`config.mk`:
```
export PLATFORM = sky130hd
export DESIGN_NAME = ptw_walker
export DESIGN_NICKNAME = d
export VERILOG_FILES = /design/src/rtl/ptw_pkg.sv /design/src/rtl/ptw_addr_gen.sv /design/src/rtl/ptw_pte_check.sv /design/src/rtl/ptw_fsm.sv /design/src/rtl/ptw_walker.sv
export SDC_FILE = /design/constraint.sdc
export NUM_CORES = 1
export LEC_CHECK = 0
export CAP_MARGIN = 20
export CORE_MARGIN = 2
export CORE_UTILIZATION = 45
export CTS_CLUSTER_SIZE = 16
export DETAILED_ROUTE_END_ITERATION = 7
export GPL_ROUTABILITY_DRIVEN = 0
export HOLD_SLACK_MARGIN = 0.1
export PLACE_DENSITY = 0.88
export SLEW_MARGIN = 25
export SYNTH_ARGS = -nofsm -noshare
export SYNTH_HDL_FRONTEND = slang
export SYNTH_SLANG_ARGS = --single-unit
export TNS_END_PERCENT = 5
```
`constraint.sdc`:
```
create_clock -name clk -period 5.4 [get_ports clk]
set_clock_uncertainty 0.05 [all_clocks]
set_input_delay 0.81 -clock clk [delete_from_list [all_inputs] [get_ports clk]]
set_output_delay 0.81 -clock clk [all_outputs]
set_load 0.02 [all_outputs]
```
`src/rtl/ptw_pkg.sv`:
```
package ptw_pkg;

    typedef enum logic [2:0] {
        ST_IDLE,
        ST_ISSUE,
        ST_WAIT,
        ST_CHECK,
        ST_DONE
    } walk_state_e;

    typedef enum logic [1:0] {
        ACC_READ  = 2'd0,
        ACC_WRITE = 2'd1,
        ACC_EXEC  = 2'd2,
        ACC_RSVD  = 2'd3
    } acc_e;

    typedef enum logic [1:0] {
        OUT_NONE,
        OUT_RETRY,
        OUT_SEG,
        OUT_PROT
    } outcome_e;

    localparam int PERM_W = 3;

    // perm[2]=read, perm[1]=write, perm[0]=execute
    function automatic logic perm_grants(logic [PERM_W-1:0] perm, acc_e acc);
        case (acc)
            ACC_READ:  return perm[2];
            ACC_WRITE: return perm[1];
            ACC_EXEC:  return perm[0];
            default:   return 1'b0;
        endcase
    endfunction

    function automatic outcome_e judge(logic present, logic [PERM_W-1:0] perm, acc_e acc);
        if (!present)
            return OUT_SEG;
        else if (!perm_grants(perm, acc))
            return OUT_PROT;
        else
            return OUT_RETRY;
    endfunction

endpackage

```
`src/rtl/ptw_addr_gen.sv`:
```
module ptw_addr_gen #(
    parameter int VPN_W     = 20,
    parameter int PA_W      = 32,
    parameter int PTE_BYTES = 4
) (
    input  logic [VPN_W-1:0] vpn,
    input  logic [PA_W-1:0]  base,
    output logic [PA_W-1:0]  entry_addr
);
    localparam int SHIFT = $clog2(PTE_BYTES);

    logic [PA_W-1:0] offset;

    always_comb begin
        offset     = PA_W'(vpn) << SHIFT;
        entry_addr = base + offset;
    end
endmodule

```
`src/rtl/ptw_pte_check.sv`:
```
module ptw_pte_check
    import ptw_pkg::*;
#(
    parameter int DATA_W = 32,
    localparam int PFN_W = DATA_W - 1 - PERM_W
) (
    input  logic [DATA_W-1:0] pte,
    input  acc_e              acc,
    output outcome_e          verdict,
    output logic [PFN_W-1:0]  pfn,
    output logic [PERM_W-1:0] perm
);
    logic present;

    always_comb begin
        present = pte[DATA_W-1];
        perm    = pte[DATA_W-2 -: PERM_W];
        pfn     = pte[PFN_W-1:0];
        verdict = judge(present, perm, acc);
    end
endmodule

```
`src/rtl/ptw_fsm.sv`:
```
module ptw_fsm
    import ptw_pkg::*;
(
    input  logic        clk,
    input  logic        rst,
    input  logic        miss_valid,
    input  logic        req_ready,
    input  logic        rsp_valid,
    output walk_state_e state
);
    walk_state_e nxt;

    always_comb begin
        nxt = state;
        case (state)
            ST_IDLE:  if (miss_valid) nxt = ST_ISSUE;
            ST_ISSUE: if (req_ready)  nxt = ST_WAIT;
            ST_WAIT:  if (rsp_valid)  nxt = ST_CHECK;
            ST_CHECK: nxt = ST_DONE;
            ST_DONE:  nxt = ST_IDLE;
            default:  nxt = ST_IDLE;
        endcase
    end

    always_ff @(posedge clk) begin
        if (rst) state <= ST_IDLE;
        else     state <= nxt;
    end
endmodule

```
`src/rtl/ptw_walker.sv`:
```
module ptw_walker
    import ptw_pkg::*;
#(
    parameter int VPN_W     = 20,
    parameter int PA_W      = 32,
    parameter int DATA_W    = 32,
    parameter int PTE_BYTES = 4,
    localparam int PFN_W    = DATA_W - 1 - PERM_W
) (
    input  logic              clk,
    input  logic              rst,
    input  logic              miss_valid,
    output logic              miss_ready,
    input  logic [VPN_W-1:0]  miss_vpn,
    input  logic [1:0]        miss_acc,
    input  logic [PA_W-1:0]   ptbr,
    output logic              mem_req_valid,
    input  logic              mem_req_ready,
    output logic [PA_W-1:0]   mem_req_addr,
    input  logic              mem_rsp_valid,
    input  logic [DATA_W-1:0] mem_rsp_data,
    output logic              tlb_ins_valid,
    output logic [VPN_W-1:0]  tlb_ins_vpn,
    output logic [PFN_W-1:0]  tlb_ins_pfn,
    output logic [2:0]        tlb_ins_prot,
    output logic              done_retry,
    output logic              fault_seg,
    output logic              fault_prot
);
    walk_state_e       state;
    logic [VPN_W-1:0]  vpn_q;
    acc_e              acc_q;
    logic [PA_W-1:0]   addr_d, addr_q;
    logic [DATA_W-1:0] pte_q;
    outcome_e          verdict, outcome_q;
    logic [PFN_W-1:0]  pfn;
    logic [PERM_W-1:0] perm;
    logic              accept;

    assign accept = (state == ST_IDLE) && miss_valid;

    ptw_fsm u_fsm (
        .clk        (clk),
        .rst        (rst),
        .miss_valid (miss_valid),
        .req_ready  (mem_req_ready),
        .rsp_valid  (mem_rsp_valid),
        .state      (state)
    );

    ptw_addr_gen #(
        .VPN_W     (VPN_W),
        .PA_W      (PA_W),
        .PTE_BYTES (PTE_BYTES)
    ) u_addr (
        .vpn        (miss_vpn),
        .base       (ptbr),
        .entry_addr (addr_d)
    );

    ptw_pte_check #(
        .DATA_W (DATA_W)
    ) u_check (
        .pte     (pte_q),
        .acc     (acc_q),
        .verdict (verdict),
        .pfn     (pfn),
        .perm    (perm)
    );

    always_ff @(posedge clk) begin
        if (rst) begin
            vpn_q     <= '0;
            acc_q     <= ACC_READ;
            addr_q    <= '0;
            pte_q     <= '0;
            outcome_q <= OUT_NONE;
        end else begin
            if (accept) begin
                vpn_q  <= miss_vpn;
                acc_q  <= acc_e'(miss_acc);
                addr_q <= addr_d;
            end
            if (state == ST_WAIT && mem_rsp_valid)
                pte_q <= mem_rsp_data;
            if (state == ST_CHECK)
                outcome_q <= verdict;
            else if (state == ST_DONE)
                outcome_q <= OUT_NONE;
        end
    end

    always_comb begin
        miss_ready    = (state == ST_IDLE);
        mem_req_valid = (state == ST_ISSUE);
        mem_req_addr  = addr_q;
        done_retry    = (state == ST_DONE) && (outcome_q == OUT_RETRY);
        fault_seg     = (state == ST_DONE) && (outcome_q == OUT_SEG);
        fault_prot    = (state == ST_DONE) && (outcome_q == OUT_PROT);
        tlb_ins_valid = done_retry;
        tlb_ins_vpn   = vpn_q;
        tlb_ins_pfn   = pfn;
        tlb_ins_prot  = perm;
    end
endmodule

```
; Word-level counts from Yosys, hierarchy flattened
; Cells that the tools add are included.
[totals]
regBits = 91
in_bits = 91
word_cells = 38
[op_classes]
addsub = 1
n_eq_ne = 12
n_mux = 10
n_reduce_logical = 9
[op_table]
columns = op, count
row1 = adder 32 x 22 -> 32 bit, 1
row2 = one-hot mux 3 bit (4 select lines), 1
row3 = two-way mux 3 bit, 3
row4 = two-way mux 2 bit, 4
row5 = == test 2 bit (second input constant), 3
row6 = == test 3 x 2 -> 1 bit (second input constant), 2
row7 = logical AND 1 bit, 5
row8 = == test 2 x 1 -> 1 bit (second input constant), 2
row9 = != test 2 bit (second input constant), 2
row10 = == test 3 x 1 -> 1 bit (second input constant), 1
row11 = == test 3 bit (second input constant), 1
row12 = zero test 3 bit, 1
row13 = one-hot mux 1 bit (3 select lines), 1
row14 = AND reduction 3 bit, 1
row15 = zero test 2 bit, 1
row16 = != test 2 x 1 -> 1 bit (second input constant), 1
row17 = nonzero test 2 bit, 1
row18 = two-way mux 1 bit, 1

; Depth between registers and ports, before layout
; Gate-level depths: netlist of run 1.
[logic_depth]
depth_word = 6
ltp_mapped = 10
mapped_depth_nobuf = 10

; Cells and area by module
; From an unflattened synthesis of run 1, not the netlist that was laid out.
[hier_totals]
hier_cells = 674
area_unflattened_um2 = 5087.4
[modules_own_cells]
columns = module, instances, cells_per_inst, area_each_um2, seq_area_each_um2
row1 = ptw_walker, 1, 403, 3214.3, 1761.7
row2 = ptw_addr_gen, 1, 224, 1487.7, 0.0
row3 = ptw_pte_check, 1, 36, 266.5, 0.0
row4 = ptw_fsm, 1, 11, 118.9, 60.1

; Worst setup path before layout of run 1
; No wires, ideal clock.
[synth_timing]
path_kind = input port to flip-flop
from = input port miss_vpn[0]
to = register addr_q[18], in the netlist mem_req_addr[18]
setup_ns = 0.122
arrival_ns = 2.694
t_required_ns = 5.228
slack_ns = 2.534
path_stages = 10
n_path_buf = 0
cell_sequence = ha_1 > inv_1 > fa_1 > nor2b_1 > o211ai_1 > a31oi_1 > a221o_1 > a31oi_1 > and4_1 > a311o_1
[synth_via]
elab_chain_len = 1
[synth_lines]
columns = item, line
row1 = "start, declared", ptw_walker.sv:14  ; input logic [VPN_W-1:0] miss_vpn,
row2 = adder 32 x 22 -> 32 bit, ptw_addr_gen.sv:16  ; entry_addr = base + offset;
row3 = "end signal, assigned", ptw_walker.sv:82  ; addr_q <= addr_d;
row4 = "end, declared", ptw_walker.sv:33  ; logic [PA_W-1:0] addr_d, addr_q;
; Every way passes these cells.
; A chain may end at the register's enable or synchronous reset.

; Final worst setup path of run 1
[layout_timing]
from = input port ptbr[2]
to = register addr_q[18], in the netlist mem_req_addr[18]
[layout_via]
elab_chain_len = 1
[layout_lines]
columns = item, line
row1 = "start, declared", ptw_walker.sv:16  ; input logic [PA_W-1:0] ptbr,
row2 = adder 32 x 22 -> 32 bit, ptw_addr_gen.sv:16
; Every way passes these cells.

==> results of run 1 <==
-- through the flow --
stage | instance area [µm²] | std cells
after floorplan | 4880 | 631
after global placement | 6470 | 887
after detailed placement | 6470 | 887
after CTS | 6690 | 903
after global routing | 6690 | 903
final | 6690 | 903
-- flip-flops by register name, summed over array words and instances (netlist names) --
register,cells
tlb_ins_vpn,20
mem_req_addr,32
acc_q,2
outcome_q,2
u_fsm.state,3
pte_q,32
-- worst max-delay path, cell delays in order --
cell	delay [ns]
clkdlybuf4s50_1	0.48
ha_1	0.17
inv_1	0.06
fa_1	0.38
nor2b_1	0.20
o211ai_1	0.16
a31oi_1	0.28
a221o_1	0.36
a31oi_1	0.16
and4_1	0.22
a311o_1	0.26
-- cell usage in the layout, fill, tap and decap left out, types with 7 or more instances in the layout --
cell type        Yosys  final
dfxtp_1             91     91
nor4_1               7      7
a21oi_1             89     89
a211oi_1             8      8
nor3_1              13     12
clkdlybuf4s50_1      0    178
nor2_1              31     31
xor2_1               7      7
a31oi_1              8      8
o21ai_0             16     16
nand3_1             17     17
xnor2_1              8      8
inv_1               11     11
nand2_1            152    152
clkbuf_8             5      9
o21bai_1             7      7
ha_1                20     20
-- final timing paths --
| check | endpoint | slack (ns) | cells after the start |
|---|---|---|---|
| min reg2reg | mem_req_addr[6] | 0.41 | 2 |
| max | mem_req_addr[18] | 2.07 | 11 |
| min | mem_req_addr[6] | 0.41 | 2 |
| max reg2reg | mem_req_addr[8] | 2.99 | 5 |
-- metal layers --
| layer | wire [µm] | GRT usage |
|---|---|---|
| met3 | 1160 | 0.0573 |
| met5 | 0 | 0 |
| met2 | 6750 | 0.397 |
| met4 | 516 | 0.112 |
| met1 | 5670 | 0.280 |
-- cells by family (layout without fill, tap and decap cells) --
family	count (synthesis)	after routing	share of synthesized area
AO/OA/AOI/OAI	159	159	0.197
flip-flops	91	91	0.373
multiplexers	3	3	0.00615
buffers and inverters	79	211	0.0981
XOR/XNOR	15	15	0.0269
adder cells (fa/ha/maj)	21	21	0.0553
AND/OR/NAND/NOR	263	263	0.243
-- report_power, final --
group | internal, µW | total [µW] | switching [µW] | leakage, µW
Clock | 266 | 525 | 259 | 0.000105
Sequential | 716 | 744 | 27.9 | 0.000743
Combinational | 220 | 474 | 254 | 0.00157
Total | 1200 | 1740 | 541 | 0.00242
-- cell type report --
class,instances,area (µm²),area share
clock buffer,10,128,0.0191
clock inverter,6,95.1,0.0142
inverter,11,41.3,0.00617
multi-input combinational,461,2610,0.389
sequential,91,1820,0.272
tap,140,175,0.0262
timing repair buffer,184,1830,0.273
==> impl_results.md, run 1 <==
- Status: finished clean
- Congestion Overflow GR: 0
- Post-synth top area cell: dfxtp_1
- Share of cells above drive strength 1: 0.0419
- Worst-path maximum fanout: 5
- Hold Path Class: reg -> reg
- Global-route wire length before repair: 22000 µm
- Worst Min Path Start: mem_req_addr[6]
- Top-count cell post-synth: nand2_1
- Clock transition at the registers of the reported paths: 0.09 ns
- Core area: 0.0107 mm²
- Synth cell types: 56
- Port-buffer cells: 179
- Arrival @ worst endpoint: approximately 3.5 ns
- Synth Flop Type: dfxtp_1
- Total number of vias: 4943
- WL/cell: 15.6 µm
- 1st-iter DRT viols: roughly 320
- RR Startpoint: u_fsm.state[0]
- Die extent in y: 108 µm
- Worst Hold Margin: 0.408 ns
- Die ar.: 0.0117 mm²
- Final HPWL DP: 10400 µm
- Post-synth EDFFs: 0
- Initial Util: 0.457
- Final period utilization: 0.617
- Top Ports: 180
- Leakage: 0.00242 µW
- Setup repair after global routing missed its margin: no
- PD cells: 260 mW/mm²
- Tot GR Track Use: 0.235
- Syn_nets: 743
- Slew Limit Fails: 0
- Syn-to-layout area delta: 37.0%
- Synthesized cell area: 0.00488 mm²
- Commonest cells post-synth: nand2_1 (152), dfxtp_1 (91), a21oi_1 (89)
- Clock root cell: clkbuf_8
- Final setup margin: 2.07 ns
- Via/cell ratio: ~5.5
- Antenna violations before repair: 0
- Yosys top cell area share: 0.373
- Syn_area_per_cell: 7.74 µm²
- Post-CTS Hold Buffers: 0
- Largest net degree at the start of global routing: 61
- Final core occ: 0.626
- Die width: 108 µm
- Sum Neg Setup Slack: 0 ns
- FF+latch count, synth: 91
- Critical Path Source Type: primary input
- Drt pass-1 iters: 5
- F_max: about 300 MHz
- Post-Synthesis Cells: 631
- Async S/R FF share, synth: 0
- Setup Fix Bufs, Post-CTS: 0
- Antenna-violating nets left: 0
- Nets: 870
- Tot Pwr: 1740 µW
- Worst EP required: about 5.6 ns
- Final min period: approximately 3.3 ns
- CP Capture Type: flop
- TritonCTS clock tree: yes
- Placement Setup Slack: 1.69 ns
- Sequential-to-total area share from yosys stat: 0.373
- Final hold viol count: 0
- CP startpoint: ptbr[2]
- Number of buffers created by CTS: 9
- VDD IR max: 142 µV
- Htree depth: 3
- Site Rows: 38
- Cts repair resizes: 0
- Ys Warns: 0
- Slew margin rel.: 0.590
- Clock Sinks: 91
- Dominant cells by area after synthesis: dfxtp_1 (37%), nand2_1 (12%), a21oi_1 (9.1%)
- Least-Margin Pin Slew: around 0.61 ns
- Diodes inserted: 0
- DRC Markers: 0
- Max Cap Viol: 0
- Vias in the first global route: 4706
- Endpoints failing setup: 0
- Max Buffers Root-to-Sink: 2
- Clk_lat worst skew: 0.36 ns
- Routed WL: 14100 µm
- Layout fillers: 909
- CP Class: in -> reg
No activity file was read; power rests on OpenSTA's default activity.
==> run 2: changes to the inputs <==
Settings changed: CORE_UTILIZATION 45 to 41, PLACE_DENSITY 0.88 to 0.85.
Clock period 5.4 ns to 2.7 ns, I/O delays scaled along.
==> impl_results.md, run 2 (synthesized netlist as in run 1, its figures left out) <==
- CP startpoint: miss_vpn[2] (was ptbr[2])
- Switching portion of total power: 0.305 (was 0.311)
- F_max: 376 MHz
- Internal: 2620 µW (was 1200 µW)
- Least-Margin Pin Slew: 0.511 ns (was 0.615 ns)
- Footprint of the multi-input gates: 0.00265 mm² (was 0.00261 mm²)
- TritonCTS clock tree: yes (unchanged)
- Final period utilization: 0.985
- Hold Path Class: in -> reg (was reg -> reg)
- Vias in the first global route: 4807 (was 4706)
- Clk_lat worst skew: 0.35 ns (was 0.36 ns)
- Slew Limit Fails: 0 (unchanged)
- Psw: 1150 µW (was 541 µW)
- Register area: 0.00182 mm² (unchanged)
- Routed WL: 14500 µm (was 14100 µm)
- Antenna-violating nets left: 0 (unchanged)
- Leakage: 0.00277 µW (was 0.00242 µW)
- Drt pass-1 iters: 7 (was 5)
- 1st-iter DRT viols: 317 (was 323)
- Global-route wire length before repair: 23200 µm (was 22000 µm)
- Number of buffers created by CTS: 9 (unchanged)
- Diodes inserted: 0 (unchanged)
- Most frequent cells in the layout: clkdlybuf4s50_1 (175), nand2_1 (152), dfxtp_1 (91), a21oi_1 (89), buf_4 (60) (was clkdlybuf4s50_1 (178), nand2_1 (152), dfxtp_1 (91), a21oi_1 (89), nor2_1 (31))
- Commonest non-fill, non-tap cell in the layout: clkdlybuf4s50_1 (unchanged)
- Port-buffer cells: 179 (unchanged)
- Core area: 0.0115 mm² (was 0.0107 mm²)
- R2R setup slack: 0.58 ns (was 2.99 ns)
- Syn-to-layout area delta: 48.0% (was 37.0%)
- PD cells: 520 mW/mm² (was 260 mW/mm²)
- Clock transition at the registers of the reported paths: 0.07 ns (was 0.09 ns)
- Slew margin rel.: 0.659 (was 0.590)
- Die extent in y: 113 µm (was 108 µm)
- VDD IR max: 370 µV (was 142 µV)
- Share of cells above drive strength 1: 0.114 (was 0.0419)
- CP Capture Type: flop (unchanged)
- Clock network fraction of total power: 0.321 (was 0.301)
- Endpoints failing setup: 0 (unchanged)
- Arrival @ worst endpoint: 2.85 ns (was 3.54 ns)
- Largest net degree at the start of global routing: 61 (unchanged)
- Clock root cell: clkbuf_16 (was clkbuf_8)
- Htree depth: 3 (unchanged)
- Die width: 113 µm (was 108 µm)
- Congestion Overflow GR: 0 (unchanged)
- Setup repair after global routing missed its margin: yes (was no)
- CP Class: in -> reg (unchanged)
- RR Startpoint: u_fsm.state[0] (unchanged)
- Final HPWL DP: 10700 µm (was 10400 µm)
- Via/cell ratio: 5.29 (was 5.47)
- DRC Markers: 10 (was 0)
- Status: complete, but fails checks (was finished clean)
- Comb power frac: 0.283 (was 0.272)
- Tot GR Track Use: 0.224 (was 0.235)
- Max Cap Viol: 0 (unchanged)
- Clock Sinks: 91 (unchanged)
- Antenna violations before repair: 0 (unchanged)
- Initial Util: 0.424 (was 0.457)
- WL/cell: 15.1 µm (was 15.6 µm)
- Final min period: 2.66 ns
- Total number of vias: 5079 (was 4943)
- Worst-path maximum fanout: 3 (was 5)
- Worst EP required: 2.89 ns (was 5.61 ns)
- Site Rows: 39 (was 38)
- Top Ports: 180 (unchanged)
- Worst Min Path Start: miss_vpn[0] (was mem_req_addr[6])
- Post-CTS Hold Buffers: 0 (unchanged)
- Failing checks: DRC
- Sequential power share: 0.395 (was 0.427)
- Worst Hold Margin: 0.319 ns (was 0.408 ns)
- Layout fillers: 995 (was 909)
- Tot Pwr: 3760 µW (was 1740 µW)
- Die ar.: 0.0128 mm² (was 0.0117 mm²)
- Nets: 925 (was 870)
- Critical Path Source Type: primary input (unchanged)
- Max Buffers Root-to-Sink: 2 (unchanged)
- Final hold viol count: 0 (unchanged)
-- run 2: path summary, 6_finish.rpt --
check	to	depth (start not counted)
max reg2reg	mem_req_addr[8]	5
min reg2reg	mem_req_addr[5]	2
max	mem_req_addr[22]	10
min	tlb_ins_vpn[0]	3
-- run 2: power by group through the flow --
stage	Combinational [µW]	Clock, µW	Sequential, µW
after global routing	1150	1290	1500
after floorplan	461	0	1600
after CTS	1050	1240	1490
after detailed placement	1040	0	1520
final	1070	1210	1490
after global placement	1030	0	1510
-- run 2: timing repair --
action | in CTS | in global routing
gates cloned | 0 | 0
buffers inserted | 1 | 3
endpoints found under the setup margin | 6 | 16
pin swaps | 5 | 11
resized for setup | 0 | 12
-- run 2: worst max-delay path, cell delays in order --
cell,delay (ns)
clkdlybuf4s50_1,0.44
ha_1,0.32
nor2b_2,0.16
o211ai_1,0.32
a31oi_1,0.17
a221o_1,0.40
buf_4,0.17
a21oi_1,0.17
nor4_1,0.07
a211o_1,0.23
-- run 2: area by class of cell --
type,count,area share
Sequential cell,91,0.252
Multi-Input combinational cell,461,0.366
Clock inverter,5,0.00485
Timing Repair Buffer,239,0.313
Inverter,11,0.00571
Clock buffer,11,0.0336
Tap cell,143,0.0248
-- run 2: metal layers --
metal  GRT usage  share of wire  routed length (µm)  vias to the layer above
li1            -              -                   -                     2527
met1       0.280           0.43                6230                     2375
met2       0.374           0.47                6880                      159
met3      0.0595          0.078                1140                       18
met4      0.0829          0.020                 286                        0
met5           0              0                   0                        -
-- run 2: through the flow --
stage               setup slack (ns)  cells  setup TNS, ns  cell area, µm²  utilization
detailed placement            -0.441    941          -5.11            6870        0.596
floorplan                      0.239    631              0            4880            -
CTS                         -0.00973    958       -0.00973            7150        0.621
global placement              -0.399    941          -4.15            6870        0.596
finish                        0.0399    961              0            7230        0.628
global route                 -0.0625    961         -0.187            7230        0.628
==> run 3: changes to the inputs <==
Settings changed: SKIP_CTS_REPAIR_TIMING from default to 1.
==> impl_results.md, run 3 (synthesized netlist as in run 1, its figures left out) <==
- Core area: 0.0115 mm² (unchanged)
- Register area: 0.00182 mm² (unchanged)
- Failing checks: DRC (unchanged)
- VDD IR max: 369 µV (was 370 µV)
- Global-route wire length before repair: 23200 µm (about the same)
- Final period utilization: 0.966 (was 0.985)
- CP Capture Type: flop (unchanged)
- Htree depth: 3 (unchanged)
- Critical Path Source Type: primary input (unchanged)
- DRC Markers: 10 (unchanged)
- Worst-path maximum fanout: 3 (unchanged)
- Footprint of the multi-input gates: 0.00269 mm² (was 0.00265 mm²)
- Via/cell ratio: 5.27 (was 5.29)
- Max layer used: met4 (unchanged)
- Clock root cell: clkbuf_16 (unchanged)
- Worst EP required: 2.89 ns (about the same)
- Congestion Overflow GR: 0 (unchanged)
- Die width: 113 µm (unchanged)
- Max Buffers Root-to-Sink: 2 (unchanged)
- Met2 wire length: 6890 µm (was 6880 µm)
- Vias in the first global route: 4795 (was 4807)
- Nets: 923 (was 925)
- Final HPWL DP: 10700 µm (unchanged)
- CP Class: in -> reg (unchanged)
- Endpoints failing setup: 0 (unchanged)
- TritonCTS clock tree: yes (unchanged)
- Finished Layout Cells: 959 (was 961)
- Die ar.: 0.0128 mm² (unchanged)
- Syn-to-layout area delta: 48.4% (was 48.0%)
- Routed WL: 14500 µm (about the same)
- Commonest non-fill, non-tap cell in the layout: clkdlybuf4s50_1 (unchanged)
- Site Rows: 39 (unchanged)
- PD cells: 519 mW/mm² (was 520 mW/mm²)
- Slew margin rel.: 0.659 (about the same)
- Least-Margin Pin Slew: 0.512 ns (was 0.511 ns)
- Total number of vias: 5054 (was 5079)
- F_max: 383 MHz (was 376 MHz)
- Leakage: 0.00275 µW (was 0.00277 µW)
- Hold Path Class: in -> reg (unchanged)
- Post-Place Cells: 941 (unchanged)
- Drt pass-1 iters: 6 (was 7)
- WL/cell: 15.2 µm (was 15.1 µm)
- Number of buffers created by CTS: 9 (unchanged)
- Clock transition at the registers of the reported paths: 0.07 ns (about the same)
- Initial Util: 0.424 (unchanged)
- Largest net degree at the start of global routing: 61 (unchanged)
- Final min period: 2.61 ns (was 2.66 ns)
- Most frequent cells in the layout: clkdlybuf4s50_1 (176), nand2_1 (152), dfxtp_1 (91), a21oi_1 (87), buf_4 (57) (was clkdlybuf4s50_1 (175), nand2_1 (152), dfxtp_1 (91), a21oi_1 (89), buf_4 (60))
- Tot GR Track Use: 0.225 (was 0.224)
- Routed wl met3: 1080 µm (was 1140 µm)
- Arrival @ worst endpoint: 2.80 ns (was 2.85 ns)
- Antenna violations before repair: 0 (unchanged)
- Antenna-violating nets left: 0 (unchanged)
- Max Cap Viol: 0 (unchanged)
- Final hold viol count: 0 (unchanged)
- Met1 Routed Length: 6290 µm (was 6230 µm)
- Layout fillers: 992 (was 995)
- Status: complete, but fails checks (unchanged)
- Share of cells above drive strength 1: 0.118 (was 0.114)
- Die extent in y: 113 µm (unchanged)
- Clk_lat worst skew: 0.35 ns (about the same)
- 1st-iter DRT viols: 315 (was 317)
- Slew Limit Fails: 0 (unchanged)
- Top Ports: 180 (unchanged)
- Sum Neg Setup Slack: 0 ns (unchanged)
- Diodes inserted: 0 (unchanged)
- Clock Sinks: 91 (unchanged)
- Port-buffer cells: 179 (unchanged)
-- run 3: power breakdown --
group	switching [µW]	total (µW)	internal, µW
Sequential	54.7	1490	1430
Clock	551	1200	653
Combinational	540	1070	530
Total	1150	3760	2620
-- run 3: layout make-up --
cell class              count  area share
flip-flops and latches     91       0.251
clock inverters             5     0.00483
repair buffers            237       0.310
multi-input cells         461       0.370
inverters                  11     0.00569
well taps                 143      0.0247
clock buffers              11      0.0335
-- run 3: through the flow --
stage	total power [µW]	cell area [µm²]	setup slack [ns]	hold slack (ns)	utilization
global placement	2540	6870	-0.399	0.388	0.596
CTS	3770	7150	-0.0742	0.401	0.621
detailed placement	2560	6870	-0.441	0.396	0.596
global route	3940	7250	-0.0476	0.338	0.630
finish	3760	7250	0.0910	0.319	0.630
floorplan	2060	4880	0.239	0.387	-
-- run 3: layer usage --
metal	vias up	track usage
met3	18	0.0595
met2	154	0.372
li1	2528	-
met5	-	0
met1	2354	0.281
met4	0	0.0829
-- run 3: path summary, 6_finish.rpt --
kind | start | end | slack [ns] | cells after the start
max | miss_vpn[2] | mem_req_addr[22] | 0.09 | 10
min | miss_vpn[0] | tlb_ins_vpn[0] | 0.32 | 3
max reg2reg | u_fsm.state[0] | mem_req_addr[8] | 0.58 | 5
min reg2reg | mem_req_addr[5] | mem_req_addr[5] | 0.40 | 2
-- run 3: critical path, cell delays in order --
cell and delay, ns:
clkdlybuf4s50_1 0.50, ha_1 0.25, nor2b_2 0.16, o211ai_1 0.30, a31oi_1 0.18, a221o_1 0.43
buf_6 0.16, a21oi_4 0.13, nor4_2 0.05, a211o_1 0.23
